### src/rtl/pfc_pkg.sv
package pfc_pkg;

  typedef enum logic [1:0] {
    START_NONE = 2'd0,
    START_ZCD  = 2'd1,
    START_WDOG = 2'd2
  } start_cause_e;

endpackage

### src/rtl/pfc_zcd_arm.sv
module pfc_zcd_arm (
  input  logic clk,
  input  logic rst,
  input  logic en,
  input  logic above,
  input  logic below,
  input  logic busy,
  input  logic start,
  output logic trig,
  output logic park
);

  logic armed;
  logic below_q;

  always_ff @(posedge clk) begin
    if (rst) begin
      below_q <= 1'b0;
    end else begin
      below_q <= below;
    end
  end

  always_ff @(posedge clk) begin
    if (rst || !en) begin
      armed <= 1'b0;
    end else if (start) begin
      armed <= 1'b0;
    end else if (above && !busy) begin
      armed <= 1'b1;
    end
  end

  // watchdog suspend: set by arming level, released by trigger level
  always_ff @(posedge clk) begin
    if (rst || !en) begin
      park <= 1'b0;
    end else if (below) begin
      park <= 1'b0;
    end else if (above) begin
      park <= 1'b1;
    end
  end

  assign trig = armed && below && !below_q && !busy;

  // every pulse start consumes the arming
  p_arm_consumed_r3: assert property (@(posedge clk) disable iff (rst)
    start |=> !armed);

endmodule

### src/rtl/pfc_restart_wdog.sv
module pfc_restart_wdog #(
  parameter int WD_TIMEOUT = 300
) (
  input  logic clk,
  input  logic rst,
  input  logic en,
  input  logic park,
  input  logic uv,
  input  logic start,
  output logic fire
);

  localparam int WD_W = $clog2(WD_TIMEOUT + 1);
  localparam logic [WD_W-1:0] WD_LAST = WD_W'(WD_TIMEOUT - 1);

  logic [WD_W-1:0] cnt;
  logic            run;

  assign run  = en && !park && !uv;
  assign fire = run && (cnt == WD_LAST);

  always_ff @(posedge clk) begin
    if (rst || !en || uv || start) begin
      cnt <= '0;
    end else if (run) begin
      if (cnt == WD_LAST) cnt <= '0;
      else                cnt <= cnt + 1'b1;
    end
  end

  p_wd_bound_r9: assert property (@(posedge clk) disable iff (rst)
    32'(cnt) < WD_TIMEOUT);

  p_uv_clears_r11: assert property (@(posedge clk) disable iff (rst)
    uv |=> (cnt == '0));

endmodule

### src/rtl/pfc_ontime.sv
module pfc_ontime #(
  parameter int CTRL_W    = 8,
  parameter int BASE      = 24,
  parameter int RAMP_PEAK = 100,
  parameter int BLANK_CYC = 5
) (
  input  logic              clk,
  input  logic              rst,
  input  logic              en,
  input  logic              start,
  input  logic [CTRL_W-1:0] ctrl,
  input  logic              oc,
  input  logic              ov,
  output logic              active
);

  localparam int RAMP_W = $clog2(RAMP_PEAK + 1);

  logic [RAMP_W-1:0] ramp;
  logic hit_ctrl, hit_peak, oc_live, stop;

  assign hit_ctrl = (32'(ramp) + 32'd1 + 32'(BASE)) >= 32'(ctrl);
  assign hit_peak = (32'(ramp) + 32'd1) >= 32'(RAMP_PEAK);
  assign oc_live  = oc && (32'(ramp) >= 32'(BLANK_CYC));
  assign stop     = ov || hit_ctrl || hit_peak || oc_live;

  always_ff @(posedge clk) begin
    if (rst || !en) begin
      active <= 1'b0;
      ramp   <= '0;
    end else if (!active) begin
      ramp <= '0;
      if (start) active <= 1'b1;
    end else if (stop) begin
      active <= 1'b0;
      ramp   <= '0;
    end else begin
      ramp <= ramp + 1'b1;
    end
  end

  p_ramp_cap_r5: assert property (@(posedge clk) disable iff (rst)
    active |-> (32'(ramp) < 32'(RAMP_PEAK)));

  p_ramp_idle_r4: assert property (@(posedge clk) disable iff (rst)
    $fell(active) |-> (ramp == '0));

  p_ov_ends_r8: assert property (@(posedge clk) disable iff (rst)
    (active && ov) |=> !active);

endmodule

### src/rtl/crm_pfc_ctrl.sv
module crm_pfc_ctrl
  import pfc_pkg::*;
#(
  parameter int CTRL_W      = 8,
  parameter int CTRL_FLOOR  = 16,
  parameter int RAMP_OFFSET = 8,
  parameter int RAMP_PEAK   = 100,
  parameter int BLANK_CYC   = 5,
  parameter int WD_TIMEOUT  = 300
) (
  input  logic              clk,
  input  logic              rst,
  input  logic              seq_en,
  input  logic              zcd_above_arm,
  input  logic              zcd_below_trig,
  input  logic              oc_flag,
  input  logic              ov_flag,
  input  logic              uv_flag,
  input  logic [CTRL_W-1:0] ctrl_word,
  output logic              gate_drive
);

  localparam int BASE = CTRL_FLOOR + RAMP_OFFSET;

  logic trig, park, fire, busy, allow, start;
  start_cause_e cause;

  assign allow = !ov_flag && (32'(ctrl_word) > 32'(BASE));

  always_comb begin
    cause = START_NONE;
    if (seq_en && !busy && allow) begin
      if (trig)      cause = START_ZCD;
      else if (fire) cause = START_WDOG;
    end
  end

  assign start = (cause != START_NONE);

  pfc_zcd_arm u_arm (
    .clk   (clk),
    .rst   (rst),
    .en    (seq_en),
    .above (zcd_above_arm),
    .below (zcd_below_trig),
    .busy  (busy),
    .start (start),
    .trig  (trig),
    .park  (park)
  );

  pfc_restart_wdog #(.WD_TIMEOUT(WD_TIMEOUT)) u_wdog (
    .clk   (clk),
    .rst   (rst),
    .en    (seq_en),
    .park  (park),
    .uv    (uv_flag),
    .start (start),
    .fire  (fire)
  );

  pfc_ontime #(
    .CTRL_W    (CTRL_W),
    .BASE      (BASE),
    .RAMP_PEAK (RAMP_PEAK),
    .BLANK_CYC (BLANK_CYC)
  ) u_ontime (
    .clk    (clk),
    .rst    (rst),
    .en     (seq_en),
    .start  (start),
    .ctrl   (ctrl_word),
    .oc     (oc_flag),
    .ov     (ov_flag),
    .active (busy)
  );

  assign gate_drive = busy;

  p_disable_off_r1: assert property (@(posedge clk) disable iff (rst)
    !seq_en |=> !gate_drive);

  p_ov_no_start_r8: assert property (@(posedge clk) disable iff (rst)
    ov_flag |=> !$rose(gate_drive));

  p_floor_r6: assert property (@(posedge clk) disable iff (rst)
    $rose(gate_drive) |-> ($past(32'(ctrl_word)) > 32'(BASE)));

  p_start_source_r2: assert property (@(posedge clk) disable iff (rst)
    $rose(gate_drive) |-> $past(trig || fire));

endmodule

### config.mk
export PLATFORM = sky130hd
export DESIGN_NAME = crm_pfc_ctrl
export DESIGN_NICKNAME = d
export VERILOG_FILES = /design/src/rtl/pfc_pkg.sv /design/src/rtl/pfc_zcd_arm.sv /design/src/rtl/pfc_restart_wdog.sv /design/src/rtl/pfc_ontime.sv /design/src/rtl/crm_pfc_ctrl.sv
export SDC_FILE = /design/constraint.sdc
export NUM_CORES = 1
export LEC_CHECK = 0
export BUFFER_PORTS_ARGS = -buffer_cell sky130_fd_sc_hd__buf_2
export CAP_MARGIN = 25
export CORE_MARGIN = 2
export CORE_UTILIZATION = 35
export DETAILED_ROUTE_END_ITERATION = 12
export PLACE_DENSITY = 0.54
export SYNTH_ARGS = -nofsm -noshare
export SYNTH_HDL_FRONTEND = slang
export SYNTH_SLANG_ARGS = --single-unit
### constraint.sdc
create_clock -name clk -period 5.25 [get_ports clk]
set_input_delay 1.575 -clock clk [delete_from_list [all_inputs] [get_ports clk]]
set_output_delay 1.575 -clock clk [all_outputs]
set_load 0.1 [all_outputs]
==> results of run 1 <==
-- report_power, final --
part           total (W)  internal, W  switching, W
combinational  0.0000205   0.00000932     0.0000111
clock           0.000152     0.000102     0.0000502
sequential      0.000154     0.000153   0.000000792
total           0.000326     0.000264     0.0000621
-- registers in the layout (all words and copies together), names as in the netlist --
register         cells
u_arm.armed          1
u_ontime.ramp        7
u_ontime.active      1
u_arm.below_q        1
u_arm.park           1
u_wdog.cnt           9
-- metal layers --
layer  global-route usage, %  part of all wire, %  up-vias
met5                       0                    0        -
met4                    1.60                 0.31        0
met3                    4.17                  3.2        2
met2                    25.6                   50       11
met1                    16.6                   47      505
li1                        -                    -      586
-- worst max path at each step --
stage                                        endpoint  slack, ns  depth (start not counted)
after floorplan           u_ontime.ramp[2]$_SDFF_PP0_       2.39                          7
after global placement     u_ontime.active$_SDFF_PP0_       2.12                          8
after detailed placement   u_ontime.active$_SDFF_PP0_       2.14                          8
after CTS                  u_ontime.active$_SDFF_PP0_       2.27                         12
after global routing       u_ontime.active$_SDFF_PP0_       2.02                         12
final                      u_ontime.active$_SDFF_PP0_       2.28                         12
-- layout make-up --
class	instances	area (um^2)
Timing Repair Buffer	16	80.1
Inverter	13	48.8
Tap cell	48	60.1
Clock buffer	3	41.3
Multi-Input combinational cell	117	806
Fill cell	369	2140
Clock inverter	1	30.0
Sequential cell	20	400
-- worst min-delay path, stage by stage, from the launching register on --
cell and delay (ns):
sky130_fd_sc_hd__dfxtp_1 0.36, sky130_fd_sc_hd__a21oi_1 0.05, sky130_fd_sc_hd__nor2_1 0.07
-- Yosys cell counts, types with 2 or more instances --
master                     count  area share (%)
sky130_fd_sc_hd__a211oi_1      3             1.7
sky130_fd_sc_hd__nor3_1        8             3.1
sky130_fd_sc_hd__buf_6         3             2.6
sky130_fd_sc_hd__a21oi_1       6             2.3
sky130_fd_sc_hd__or3_1         3             1.4
sky130_fd_sc_hd__nor2_1       17             4.9
sky130_fd_sc_hd__ha_1         12              12
sky130_fd_sc_hd__nand2_1       8             2.3
sky130_fd_sc_hd__nand2b_1      2            0.97
sky130_fd_sc_hd__xor2_1        6             4.1
sky130_fd_sc_hd__dfxtp_1      20              31
sky130_fd_sc_hd__nor2b_1       2            0.97
sky130_fd_sc_hd__and3_1        4             1.9
sky130_fd_sc_hd__nand4_1       4             1.9
sky130_fd_sc_hd__and4_1        2             1.4
sky130_fd_sc_hd__nand3_1       7             2.7
sky130_fd_sc_hd__o21ai_0       6             2.3
sky130_fd_sc_hd__inv_1        13             3.8
sky130_fd_sc_hd__xnor2_1       6             4.1
-- kinds of logic (layout without fill, tap and decap cells) --
kind of cell	count (synthesis)	count (layout)	synth area share, %
AO/OA/AOI/OAI	27	27	14.5
adder cells (fa/ha/maj)	12	12	11.6
XOR/XNOR	12	12	8.11
buffers and inverters	17	33	6.95
flip-flops	20	20	30.9
AND/OR/NAND/NOR	66	66	28.0
-- through the flow --
step                cell area, um^2  instances
finish                         1470        218
global route                   1470        218
CTS                            1470        218
detailed placement             1400        214
global placement               1400        214
floorplan                      1300        154
==> results by group, run 1 <==
Outcome
  – Outcome: complete, no violations

Clock tree
  – Root cell of the clock tree: sky130_fd_sc_hd__clkbuf_8
  – Clock transition at the registers of the reported paths: ~0.070 ns
  – Maximum count of clock buffers along a single path: 2
  – Worst skew pair latency: 0.26 ns
  – CTS hold repair buffers: 0
  – CTS tree: done
  – Post-CTS Resized: 0
  – Number of buffers created by CTS: 3
  – Count of clock tree sinks: 20
  – Post-CTS setup buffer count: 0
  – Maximum level of the CTS H-tree: 1

Hold path
  – Min-delay src: u_arm.armed$_SDFFE_PP0P_
  – Hold depth: 2
  – Type of the tightest min-delay check: register to register
  – Worst-case hold path end point: u_arm.armed$_SDFFE_PP0P_

Layout
  – Most common cell after layout, fill and taps aside: sky130_fd_sc_hd__dfxtp_1
  – Relative area change from synthesis to final layout: 13.1%
  – Post-layout net count: approximately 200
  – Total inserted antenna cells: 0
  – Fraction of layout instances using a drive strength above 1: between 10% and 20%
  – Most used cells in the layout excluding fill and tap cells: sky130_fd_sc_hd__dfxtp_1 (20), sky130_fd_sc_hd__nor2_1 (17), sky130_fd_sc_hd__buf_2 (16)
  – Utilization after layout: between 40% and 50%

Route
  – Count of TritonRoute iterations in the first routing pass: 4
  – Count of nets left with antenna violations after detail routing: 0
  – Initial DRC Count: 15
  – Ratio of routed vias to standard cells: around 5
  – Routed Wire Length: about 2600 um
  – Via count of the routed design: 1104
  – Post-detailed-route DRC marker count: 0
  – Average wire per standard cell: between 10 and 15 um

Yosys
  – Mapped cell area: between 1000 and 1500 um^2
  – Library cells used by synthesis: between 40 and 50
  – Yosys warning total: 0
  – Post-synth ARST share: 0%
  – Syn Inst Count: between 150 and 200
  – Syn nets: 182
  – Seq/Total Area, Yosys: 30.9%
  – Syn Area/Cell: 8.42 um^2
  – Most common flop cell mapped by yosys: sky130_fd_sc_hd__dfxtp_1
  – Number of synthesized register bits: 20
  – Number of enable-type register cells in the synthesized netlist: 0

Global route
  – GRT Residual Overflow: 0
  – Global Route Usage Sum: 14.1%
  – Via count of the first global-routing pass: 1064
  – Pin count of the biggest net entering global routing: 13
  – Number of antenna violations at the first check in global routing: 0
  – Global-route wire length before repair: 4670 um

Timing
  – Peak Freq: approximately 340 MHz
  – Hold Worst Slack: a little over 0.5 ns
  – Worst rel slew slack: 67.6%
  – Min setup slack post-route: 2.28 ns
  – Min Clock Period, post-route: slightly below 3 ns
  – Worst setup skew after layout: 0.00424 ns
  – RSZ-0062 raised after global routing: false
  – Hold Violations, Final: 0
  – Final setup violation count: 0
  – Final max-slew violation count: 0
  – Post-route setup TNS: 0 ns
  – Period utilisation layout: approximately 57%
  – Tightest Pin Transition: 0.490 ns

Critical path
  – Reg2Reg Depth: 12
  – R2r startpoint: u_ontime.ramp[0]$_SDFF_PP0_
  – Max Fanout on Critical Path: 9
  – Worst path slowest cell: sky130_fd_sc_hd__dfxtp_1
  – FF-to-FF End: u_ontime.active$_SDFF_PP0_
  – List of cells traversed by the critical path: ha_1, nand3_1, xor2_1, ha_1, a211oi_1, o21ai_0, o21ai_0, ha_1, a21oi_1, nand4_1, a211o_2, o21ai_0
  – Slowest cell delay on critical path: about 0.50 ns
  – CP bufs+invs: 0
  – Endpoint kind of the worst setup timing path: register
  – CP Launch Point: u_ontime.ramp[0]$_SDFF_PP0_
  – Worst setup slack for register-to-register paths: about 2.3 ns
  – Largest delay contributor family on the critical path: compound AO/OA/AOI/OAI gates
  – Crit path DAT: about 3.2 ns
  – Path type of the worst setup path: register to register
  – Startpoint types: register
  – Required time of the critical path: about 5.4 ns

Place
  – Port Buffers: 16
  – Setup slack at placement: about 2.1 ns
  – Estimated wirelength of the detail-placed design: about 2100 um
  – GP Congestion: just over 0.8

Pwr
  – Worst IR drop on VDD: approximately 0.17 mV
  – P per Cell Area: between 200 and 250 nW/um^2
  – Final Total Pwr: around 0.00033 W
  – P_leak: about 0.61 nW

Floorplanning
  – Row Count: 22
  – Ports: 17
  – Die Area: about 4200 um^2
  – DIE HEIGHT: approximately 65 um
  – Core ar.: 3610 um^2
  – Chip width: about 65 um
  – Initial core utilization: between 30% and 40%

Run
  – Count of maximum capacitance violations: 0
Note: power is estimated with default switching activity, not from simulation.
==> run 2: changes to the inputs <==
--- a/config.mk
+++ b/config.mk
@@ -5,12 +5,13 @@
 export SDC_FILE = /design/constraint.sdc
 export NUM_CORES = 1
 export LEC_CHECK = 0
+export ABC_AREA = 1
 export BUFFER_PORTS_ARGS = -buffer_cell sky130_fd_sc_hd__buf_2
 export CAP_MARGIN = 25
 export CORE_MARGIN = 2
 export CORE_UTILIZATION = 35
 export DETAILED_ROUTE_END_ITERATION = 12
-export PLACE_DENSITY = 0.54
+export PLACE_DENSITY = 0.56
 export SYNTH_ARGS = -nofsm -noshare
 export SYNTH_HDL_FRONTEND = slang
 export SYNTH_SLANG_ARGS = --single-unit
==> constraint.sdc (replaced) <==
create_clock -name clk -period 2.6 [get_ports clk]
set_input_delay 0.78 -clock clk [delete_from_list [all_inputs] [get_ports clk]]
set_output_delay 0.78 -clock clk [all_outputs]
set_load 0.1 [all_outputs]
==> results by group, run 2 <==
Outcome
  – Outcome: complete, no violations (unchanged)

Pwr
  – Clock network power share: 39.7% (was 46.6%)
  – Final Total Pwr: 0.000593 W (was 0.000326 W)
  – Sequential fraction of design power: 52.2% (was 47.1%)
  – P_leak: 0.688 nW (was 0.611 nW)
  – P per Cell Area: 386 nW/um^2 (was 222 nW/um^2)
  – Switching power summed over all nets: 0.000129 W (was 0.0000621 W)
  – Part of the power in combinational logic: 8.1% (was 6.3%)
  – Switching Share: 21.8% (was 19.1%)
  – Worst IR drop on VDD: 0.238 mV (was 0.169 mV)
  – Internal portion of total power: 0.000464 W (was 0.000264 W)

Timing
  – Tightest Pin Transition: 0.487 ns (was 0.490 ns)
  – Post-route setup TNS: 0 ns (unchanged)
  – Final max-slew violation count: 0 (unchanged)
  – Min setup slack post-route: 0.217 ns (was 2.28 ns)
  – Hold Worst Slack: 0.486 ns (was 0.514 ns)
  – Worst rel slew slack: 67.8% (was 67.6%)
  – Final setup violation count: 0 (unchanged)
  – Peak Freq: 420 MHz (was 337 MHz)
  – Worst setup skew after layout: 0.00312 ns (was 0.00424 ns)
  – Period utilisation layout: 91.6% (was 56.6%)
  – Min Clock Period, post-route: 2.38 ns (was 2.97 ns)
  – Hold Violations, Final: 0 (unchanged)

Route
  – Routed Wire Length: 2530 um (was 2580 um)
  – Initial DRC Count: 39 (was 15)
  – Count of nets left with antenna violations after detail routing: 0 (unchanged)
  – Via count of the routed design: 1142 (was 1104)
  – Count of TritonRoute iterations in the first routing pass: 4 (unchanged)
  – Average wire per standard cell: 9.61 um (was 11.8 um)
  – Ratio of routed vias to standard cells: 4.34 (was 5.06)
  – Post-detailed-route DRC marker count: 0 (unchanged)

Place
  – Port Buffers: 16 (unchanged)
  – Setup slack at placement: 0.178 ns (was 2.14 ns)
  – Cell Count Post-Placement: 259 (was 214)
  – GP Congestion: 0.801 (was 0.818)
  – Estimated wirelength of the detail-placed design: 2010 um (was 2090 um)

Critical path
  – Worst setup slack for register-to-register paths: 0.22 ns (was 2.28 ns)
  – R2r startpoint: u_ontime.ramp[1]$_SDFF_PP0_ (was u_ontime.ramp[0]$_SDFF_PP0_)
  – Max Fanout on Critical Path: 8 (was 9)
  – Endpoint kind of the worst setup timing path: register (unchanged)
  – FF-to-FF End: u_ontime.ramp[1]$_SDFF_PP0_ (was u_ontime.active$_SDFF_PP0_)
  – Required time of the critical path: 2.79 ns (was 5.43 ns)
  – CP bufs+invs: 1 (was 0)
  – Reg2Reg Depth: 12 (unchanged)
  – Startpoint types: register (unchanged)
  – Path type of the worst setup path: register to register (unchanged)
  – Crit path DAT: 2.57 ns (was 3.15 ns)
  – Worst path slowest cell: sky130_fd_sc_hd__dfxtp_2 (was sky130_fd_sc_hd__dfxtp_1)
  – Largest delay contributor family on the critical path: adder cells (was compound AO/OA/AOI/OAI gates)
  – List of cells traversed by the critical path: ha_2, nand3_2, xor2_1, inv_1, ha_1, o31ai_2, ha_1, a21oi_1, nand3_1, nor2_1, nand3_4, nor2_1 (was ha_1, nand3_1, xor2_1, ha_1, a211oi_1, o21ai_0, o21ai_0, ha_1, a21oi_1, nand4_1, a211o_2, o21ai_0)
  – Slowest cell delay on critical path: 0.36 ns (was 0.50 ns)

Layout
  – Relative area change from synthesis to final layout: 17.3% (was 13.1%)
  – Most common cell after layout, fill and taps aside: sky130_fd_sc_hd__nand2_1 (was sky130_fd_sc_hd__dfxtp_1)
  – Most flop-heavy register: u_wdog.cnt (unchanged)
  – Post-layout instance count excluding filler cells: 263 (was 218)
  – Largest registers: u_wdog.cnt x9, u_ontime.ramp x7 (unchanged)
  – Fraction of layout instances using a drive strength above 1: 15.8% (was 15.9%)
  – Post-layout net count: 244 (was 199)
  – Filler cell count in the final layout: 402 (was 369)
  – Total inserted antenna cells: 0 (unchanged)
  – Max FFs per register: 9 (unchanged)
  – Most used cells in the layout excluding fill and tap cells: sky130_fd_sc_hd__nand2_1 (45), sky130_fd_sc_hd__inv_1 (32), sky130_fd_sc_hd__nor2_1 (27) (was sky130_fd_sc_hd__dfxtp_1 (20), sky130_fd_sc_hd__nor2_1 (17), sky130_fd_sc_hd__buf_2 (16))

Clock tree
  – Clock transition at the registers of the reported paths: 0.07 ns (about the same)
  – Root cell of the clock tree: sky130_fd_sc_hd__clkbuf_8 (unchanged)
  – CTS tree: done (unchanged)
  – Count of clock tree sinks: 20 (unchanged)
  – Worst skew pair latency: 0.26 ns (about the same)
  – Maximum level of the CTS H-tree: 1 (unchanged)
  – Maximum count of clock buffers along a single path: 2 (unchanged)
  – CTS hold repair buffers: 0 (unchanged)
  – Number of buffers created by CTS: 3 (unchanged)

Floorplanning
  – DIE HEIGHT: 65.2 um (was 64.9 um)
  – Ports: 17 (unchanged)
  – Chip width: 65.2 um (was 64.9 um)
  – Core ar.: 3630 um^2 (was 3610 um^2)
  – Row Count: 22 (unchanged)
  – Die Area: 4260 um^2 (was 4210 um^2)
  – Initial core utilization: 36.1% (was 35.9%)

Yosys
  – Post-synth ARST share: 0% (unchanged)
  – Syn Inst Count: 192 (was 154)
  – Syn nets: 220 (was 182)
  – Syn Area/Cell: 6.84 um^2 (was 8.42 um^2)
  – Library cells used by synthesis: 21 (was 41)
  – Number of synthesized register bits: 20 (unchanged)
  – Biggest area contributors in the synthesized netlist: sky130_fd_sc_hd__dfxtp_1 (31%), sky130_fd_sc_hd__nand2_1 (13%), sky130_fd_sc_hd__ha_1 (11%) (was sky130_fd_sc_hd__dfxtp_1 (31%), sky130_fd_sc_hd__ha_1 (12%), sky130_fd_sc_hd__nor2_1 (4.9%))
  – Number of enable-type register cells in the synthesized netlist: 0 (unchanged)
  – Mapped cell area: 1310 um^2 (was 1300 um^2)
  – Cell type with the largest total area after synthesis: sky130_fd_sc_hd__dfxtp_1 (unchanged)
  – Top-area cell type share of the netlist area: 30.5% (was 30.9%)
  – Most frequent cells after synthesis: sky130_fd_sc_hd__nand2_1 (45), sky130_fd_sc_hd__inv_1 (32), sky130_fd_sc_hd__nor2_1 (27) (was sky130_fd_sc_hd__dfxtp_1 (20), sky130_fd_sc_hd__nor2_1 (17), sky130_fd_sc_hd__inv_1 (13))
  – Seq/Total Area, Yosys: 30.5% (was 30.9%)
  – Yosys warning total: 0 (unchanged)
  – Most frequent cell after synthesis: sky130_fd_sc_hd__nand2_1 (was sky130_fd_sc_hd__dfxtp_1)
  – Most common flop cell mapped by yosys: sky130_fd_sc_hd__dfxtp_1 (unchanged)

Hold path
  – Worst-case hold path end point: u_wdog.cnt[0]$_SDFFE_PP0P_ (was u_arm.armed$_SDFFE_PP0P_)
  – Hold depth: 2 (unchanged)
  – Min-delay src: u_wdog.cnt[0]$_SDFFE_PP0P_ (was u_arm.armed$_SDFFE_PP0P_)
  – Type of the tightest min-delay check: register to register (unchanged)

Global route
  – Number of antenna violations at the first check in global routing: 0 (unchanged)
  – Global-route wire length before repair: 5000 um (was 4670 um)
  – Global Route Usage Sum: 14.8% (was 14.1%)
  – GRT Residual Overflow: 0 (unchanged)
  – Pin count of the biggest net entering global routing: 12 (was 13)
  – Via count of the first global-routing pass: 1145 (was 1064)

Run
  – Count of maximum capacitance violations: 0 (unchanged)
-- run 2: changes by cell type in the layout (fill, tap and decap cells not counted), moves of 4 or more --
| cell | delta |
|---|---|
| sky130_fd_sc_hd__o21ai_0 | -5 |
| sky130_fd_sc_hd__and3_1 | -4 |
| sky130_fd_sc_hd__xnor2_1 | -4 |
| sky130_fd_sc_hd__nor2_1 | +10 |
| sky130_fd_sc_hd__a21oi_1 | +5 |
| sky130_fd_sc_hd__nand2_1 | +37 |
| sky130_fd_sc_hd__nand3_1 | +9 |
| sky130_fd_sc_hd__inv_1 | +19 |
-- run 2: worst max path at each step --
| stage | cells after the start | start | slack (ns) | endpoint |
|---|---|---|---|---|
| after floorplan | 12 | u_ontime.ramp[0]$_SDFF_PP0_ | 0.34 | u_ontime.ramp[0]$_SDFF_PP0_ |
| after global placement | 12 | u_ontime.ramp[1]$_SDFF_PP0_ | 0.25 | u_ontime.ramp[5]$_SDFF_PP0_ |
| after detailed placement | 12 | u_ontime.ramp[1]$_SDFF_PP0_ | 0.18 | u_ontime.ramp[1]$_SDFF_PP0_ |
| after CTS | 12 | u_ontime.ramp[1]$_SDFF_PP0_ | 0.15 | u_ontime.ramp[1]$_SDFF_PP0_ |
| after global routing | 12 | u_ontime.ramp[1]$_SDFF_PP0_ | -0.006 | u_ontime.ramp[2]$_SDFF_PP0_ |
| final | 12 | u_ontime.ramp[1]$_SDFF_PP0_ | 0.22 | u_ontime.ramp[1]$_SDFF_PP0_ |
-- run 2: stage by stage --
| stage | util (%) | cell area, um^2 |
|---|---|---|
| final | 42.4 | 1540 |
| after global routing | 42.4 | 1540 |
| after CTS | 42.1 | 1530 |
| after detailed placement | 40.6 | 1480 |
| after global placement | 40.6 | 1480 |
| after floorplan | - | 1310 |
-- run 2: worst register-to-register path: cells and delay by family (launching register included) --
family | cells | cell delay (ns)
fa+ha+maj | 3 | 0.73
simple gates | 5 | 0.59
compound gates | 2 | 0.40
flops | 1 | 0.36
xor+xnor | 1 | 0.15
buf+inv | 1 | 0.10
-- run 2: cell type report --
| type | instances | area, um^2 | area share [%] |
|---|---|---|---|
| multi-input combinational | 140 | 800 | 52.0 |
| sequential | 20 | 402 | 26.1 |
| inverter | 32 | 120 | 7.80 |
| timing repair buffer | 19 | 103 | 6.67 |
| tap | 48 | 60.1 | 3.90 |
| clock buffer | 4 | 55.1 | 3.58 |
-- run 2: what timing repair did --
action	4_1_cts	5_1_grt
resized for setup	0	3
endpoints found under the setup margin	0	8
setup buffers	0	0
-- run 2: power by group through the flow --
stage | sequential [W] | clock (W) | combinational, W
floorplan | 0.000317 | 0 | 0.0000268
global placement | 0.000317 | 0 | 0.0000486
detailed placement | 0.000317 | 0 | 0.0000486
CTS | 0.000310 | 0.000245 | 0.0000489
global route | 0.000310 | 0.000260 | 0.0000584
finish | 0.000310 | 0.000236 | 0.0000481
-- run 2: per-layer routing --
| layer | up-vias | share of wire (%) | track usage, % |
|---|---|---|---|
| met4 | 0 | 1.1 | 5.47 |
| met3 | 4 | 3.2 | 3.42 |
| met2 | 16 | 38 | 20.8 |
| met1 | 468 | 58 | 21.9 |
| met5 | - | 0 | 0 |
| li1 | 654 | - | - |
-- run 2: logic make-up (layout without fill, tap and decap cells) --
group	Yosys count	in the layout	synth area share [%]
compound gates	18	18	8.01
buf+inv	32	55	9.15
fa+ha+maj	12	12	11.4
flops	20	20	30.5
simple gates	102	102	35.6
xor+xnor	8	8	5.34
==> run 3: changes to the inputs <==
--- a/config.mk
+++ b/config.mk
@@ -6,12 +6,12 @@
 export NUM_CORES = 1
 export LEC_CHECK = 0
 export ABC_AREA = 1
-export BUFFER_PORTS_ARGS = -buffer_cell sky130_fd_sc_hd__buf_2
 export CAP_MARGIN = 25
 export CORE_MARGIN = 2
 export CORE_UTILIZATION = 35
 export DETAILED_ROUTE_END_ITERATION = 12
-export PLACE_DENSITY = 0.56
+export DONT_BUFFER_PORTS = 1
+export PLACE_DENSITY = 0.52
 export SYNTH_ARGS = -nofsm -noshare
 export SYNTH_HDL_FRONTEND = slang
 export SYNTH_SLANG_ARGS = --single-unit
==> constraint.sdc (replaced) <==
create_clock -name clk -period 2.6 [get_ports clk]
set_input_delay 0.52 -clock clk [delete_from_list [all_inputs] [get_ports clk]]
set_output_delay 0.52 -clock clk [all_outputs]
set_load 0.1 [all_outputs]
==> results by group, run 3 (synthesis results as in run 2) <==
Place
  – Estimated wirelength of the detail-placed design: 2130 um (was 2010 um)
  – Setup slack at placement: 0.220 ns (was 0.178 ns)
  – GP Congestion: 0.821 (was 0.801)
  – Port Buffers: 0 (was 16)

Clock tree
  – Post-CTS Resized: 0 (unchanged)
  – CTS tree: done (unchanged)
  – Count of clock tree sinks: 20 (unchanged)
  – Post-CTS setup buffer count: 0 (unchanged)
  – CTS hold repair buffers: 0 (unchanged)
  – Maximum level of the CTS H-tree: 1 (unchanged)
  – Maximum count of clock buffers along a single path: 2 (unchanged)
  – Clock transition at the registers of the reported paths: 0.07 ns (about the same)
  – Root cell of the clock tree: sky130_fd_sc_hd__clkbuf_8 (unchanged)
  – Worst skew pair latency: 0.26 ns (about the same)
  – Number of buffers created by CTS: 3 (unchanged)

Pwr
  – Part of the power in combinational logic: 6.2% (was 8.1%)
  – Sequential fraction of design power: 57.4% (was 52.2%)
  – P_leak: 0.617 nW (was 0.688 nW)
  – Clock network power share: 36.4% (was 39.7%)
  – Switching power summed over all nets: 0.000115 W (was 0.000129 W)
  – Worst IR drop on VDD: 0.257 mV (was 0.238 mV)
  – Switching Share: 21.4% (was 21.8%)
  – Internal portion of total power: 0.000424 W (was 0.000464 W)
  – P per Cell Area: 375 nW/um^2 (was 386 nW/um^2)

Floorplanning
  – Core ar.: 3630 um^2 (unchanged)
  – Initial core utilization: 36.1% (unchanged)
  – Die Area: 4260 um^2 (unchanged)
  – DIE HEIGHT: 65.2 um (unchanged)
  – Ports: 17 (unchanged)
  – Row Count: 22 (unchanged)
  – Chip width: 65.2 um (unchanged)

Timing
  – Min setup slack post-route: 0.257 ns (was 0.217 ns)
  – Worst setup skew after layout: 0.00590 ns (was 0.00312 ns)
  – Worst rel slew slack: 72.6% (was 67.8%)
  – Final setup violation count: 0 (unchanged)
  – RSZ-0062 raised after global routing: false
  – Post-route setup TNS: 0 ns (unchanged)
  – Min Clock Period, post-route: 2.34 ns (was 2.38 ns)
  – Hold Violations, Final: 0 (unchanged)
  – Final max-slew violation count: 0 (unchanged)
  – Tightest Pin Transition: 0.409 ns (was 0.487 ns)
  – Period utilisation layout: 90.1% (was 91.6%)
  – Peak Freq: 427 MHz (was 420 MHz)

Critical path
  – Worst setup slack for register-to-register paths: 0.26 ns (was 0.22 ns)
  – Path type of the worst setup path: register to register (unchanged)
  – Slowest cell delay on critical path: 0.38 ns (was 0.36 ns)
  – Startpoint types: register (unchanged)
  – Worst path slowest cell: sky130_fd_sc_hd__dfxtp_1 (was sky130_fd_sc_hd__dfxtp_2)
  – R2r startpoint: u_ontime.ramp[1]$_SDFF_PP0_ (unchanged)
  – Max Fanout on Critical Path: 8 (unchanged)
  – Required time of the critical path: 2.79 ns (about the same)
  – Endpoint kind of the worst setup timing path: register (unchanged)
  – CP most frequent cell: sky130_fd_sc_hd__ha_1
  – Crit path DAT: 2.53 ns (was 2.57 ns)
  – FF-to-FF End: u_ontime.ramp[2]$_SDFF_PP0_ (was u_ontime.ramp[1]$_SDFF_PP0_)
  – Reg2Reg Depth: 12 (unchanged)
  – List of cells traversed by the critical path: ha_1, nand3_2, xor2_1, inv_1, ha_1, o31ai_1, ha_1, a21oi_1, nand3_1, nor2_2, nand3_4, nor2_1 (was ha_2, nand3_2, xor2_1, inv_1, ha_1, o31ai_2, ha_1, a21oi_1, nand3_1, nor2_1, nand3_4, nor2_1)

Layout
  – Total inserted antenna cells: 0 (unchanged)
  – Most common cell after layout, fill and taps aside: sky130_fd_sc_hd__nand2_1 (unchanged)
  – Max FFs per register: 9 (unchanged)
  – Post-layout net count: 228 (was 244)
  – Relative area change from synthesis to final layout: 9.63% (was 17.3%)
  – Most flop-heavy register: u_wdog.cnt (unchanged)
  – Largest registers: u_wdog.cnt x9, u_ontime.ramp x7 (unchanged)
  – Most used cells in the layout excluding fill and tap cells: sky130_fd_sc_hd__nand2_1 (45), sky130_fd_sc_hd__inv_1 (32), sky130_fd_sc_hd__nor2_1 (26) (was sky130_fd_sc_hd__nand2_1 (45), sky130_fd_sc_hd__inv_1 (32), sky130_fd_sc_hd__nor2_1 (27))
  – Fraction of layout instances using a drive strength above 1: 7.58% (was 15.8%)

Global route
  – Global Route Usage Sum: 14.3% (was 14.8%)
  – Number of antenna violations at the first check in global routing: 0 (unchanged)
  – GRT Residual Overflow: 0 (unchanged)
  – Global-route wire length before repair: 4740 um (was 5000 um)
  – Pin count of the biggest net entering global routing: 11 (was 12)
  – Via count of the first global-routing pass: 1147 (was 1145)

Route
  – Count of nets left with antenna violations after detail routing: 0 (unchanged)
  – Ratio of routed vias to standard cells: 4.63 (was 4.34)
  – Post-detailed-route DRC marker count: 0 (unchanged)
  – Via count of the routed design: 1140 (was 1142)
  – Average wire per standard cell: 10.2 um (was 9.61 um)
  – Routed Wire Length: 2500 um (was 2530 um)
  – Initial DRC Count: 60 (was 39)
  – Count of TritonRoute iterations in the first routing pass: 4 (unchanged)

Hold path
  – Min-delay src: rst (was u_wdog.cnt[0]$_SDFFE_PP0P_)
  – Type of the tightest min-delay check: input port to register (was register to register)
  – Worst-case hold path end point: u_arm.below_q$_SDFF_PP0_ (was u_wdog.cnt[0]$_SDFFE_PP0P_)
  – Hold depth: 1 (was 2)

Outcome
  – Outcome: complete, no violations (unchanged)

Run
  – Count of maximum capacitance violations: 0 (unchanged)
==> run 3: cell types whose count changed in the layout (fill, tap and decap cells not counted) <==
cell,delta
sky130_fd_sc_hd__nor2_2,+1
sky130_fd_sc_hd__o31ai_2,-1
sky130_fd_sc_hd__o31ai_1,+1
sky130_fd_sc_hd__buf_2,-16
sky130_fd_sc_hd__nor2_1,-1
sky130_fd_sc_hd__ha_2,-1
sky130_fd_sc_hd__ha_1,+1
sky130_fd_sc_hd__clkbuf_8,-1
sky130_fd_sc_hd__dfxtp_2,-1
sky130_fd_sc_hd__dfxtp_1,+1
==> run 3: critical path: cells and delay by family, from the launching register on <==
kind	cells	cell delay, ns
DFF	1	0.38
and+or+nand+nor	5	0.58
adders and majority gates	3	0.72
buffers and inverters	1	0.09
AOI/OAI and AO/OA	2	0.38
xor gates and xnor gates	1	0.14
==> run 3: area by class of cell <==
class                           instances  area (um^2)
Clock buffer                            3         41.3
Fill cell                             403         2190
Inverter                               32          120
Multi-Input combinational cell        140          795
Sequential cell                        20          400
Tap cell                               48         60.1
Timing Repair Buffer                    3         22.5
==> run 3: routing by layer <==
layer | global-route usage [%] | wire length [um] | vias up
met3 | 4.45 | 155 | 4
met5 | 0 | 0 | -
met4 | 4.69 | 27 | 0
met2 | 22.8 | 1080 | 22
met1 | 18.2 | 1240 | 494
li1 | - | - | 620
==> run 3: how the worst max path moves through the flow <==
stage	start	to	slack [ns]	depth (start not counted)
detailed placement	u_ontime.ramp[1]$_SDFF_PP0_	u_ontime.ramp[3]$_SDFF_PP0_	0.22	12
CTS	u_ontime.ramp[1]$_SDFF_PP0_	u_ontime.ramp[3]$_SDFF_PP0_	0.20	12
finish	u_ontime.ramp[1]$_SDFF_PP0_	u_ontime.ramp[2]$_SDFF_PP0_	0.26	12
global placement	u_ontime.ramp[1]$_SDFF_PP0_	u_ontime.ramp[5]$_SDFF_PP0_	0.28	12
global route	u_ontime.ramp[1]$_SDFF_PP0_	u_ontime.ramp[3]$_SDFF_PP0_	0.008	12
floorplan	u_ontime.ramp[0]$_SDFF_PP0_	u_ontime.ramp[0]$_SDFF_PP0_	0.34	12
==> run 3: through the flow <==
stage | hold WS [ns] | cells | utilization (%) | cell area [um^2] | total power [W]
finish | 0.326 | 246 | 39.6 | 1440 | 0.000540
CTS | 0.321 | 246 | 39.5 | 1440 | 0.000551
detailed placement | 0.478 | 243 | 38.4 | 1400 | 0.000351
global route | 0.318 | 246 | 39.6 | 1440 | 0.000569
global placement | 0.467 | 243 | 38.4 | 1400 | 0.000350
floorplan | 0.452 | 192 | - | 1310 | 0.000344
==> run 3: power groups by stage <==
stage               Combinational, W  Clock [W]  Sequential, W
finish                     0.0000334   0.000196       0.000310
global route               0.0000410   0.000218       0.000310
CTS                        0.0000342   0.000207       0.000310
detailed placement         0.0000339          0       0.000317
global placement           0.0000327          0       0.000317
floorplan                  0.0000268          0       0.000317
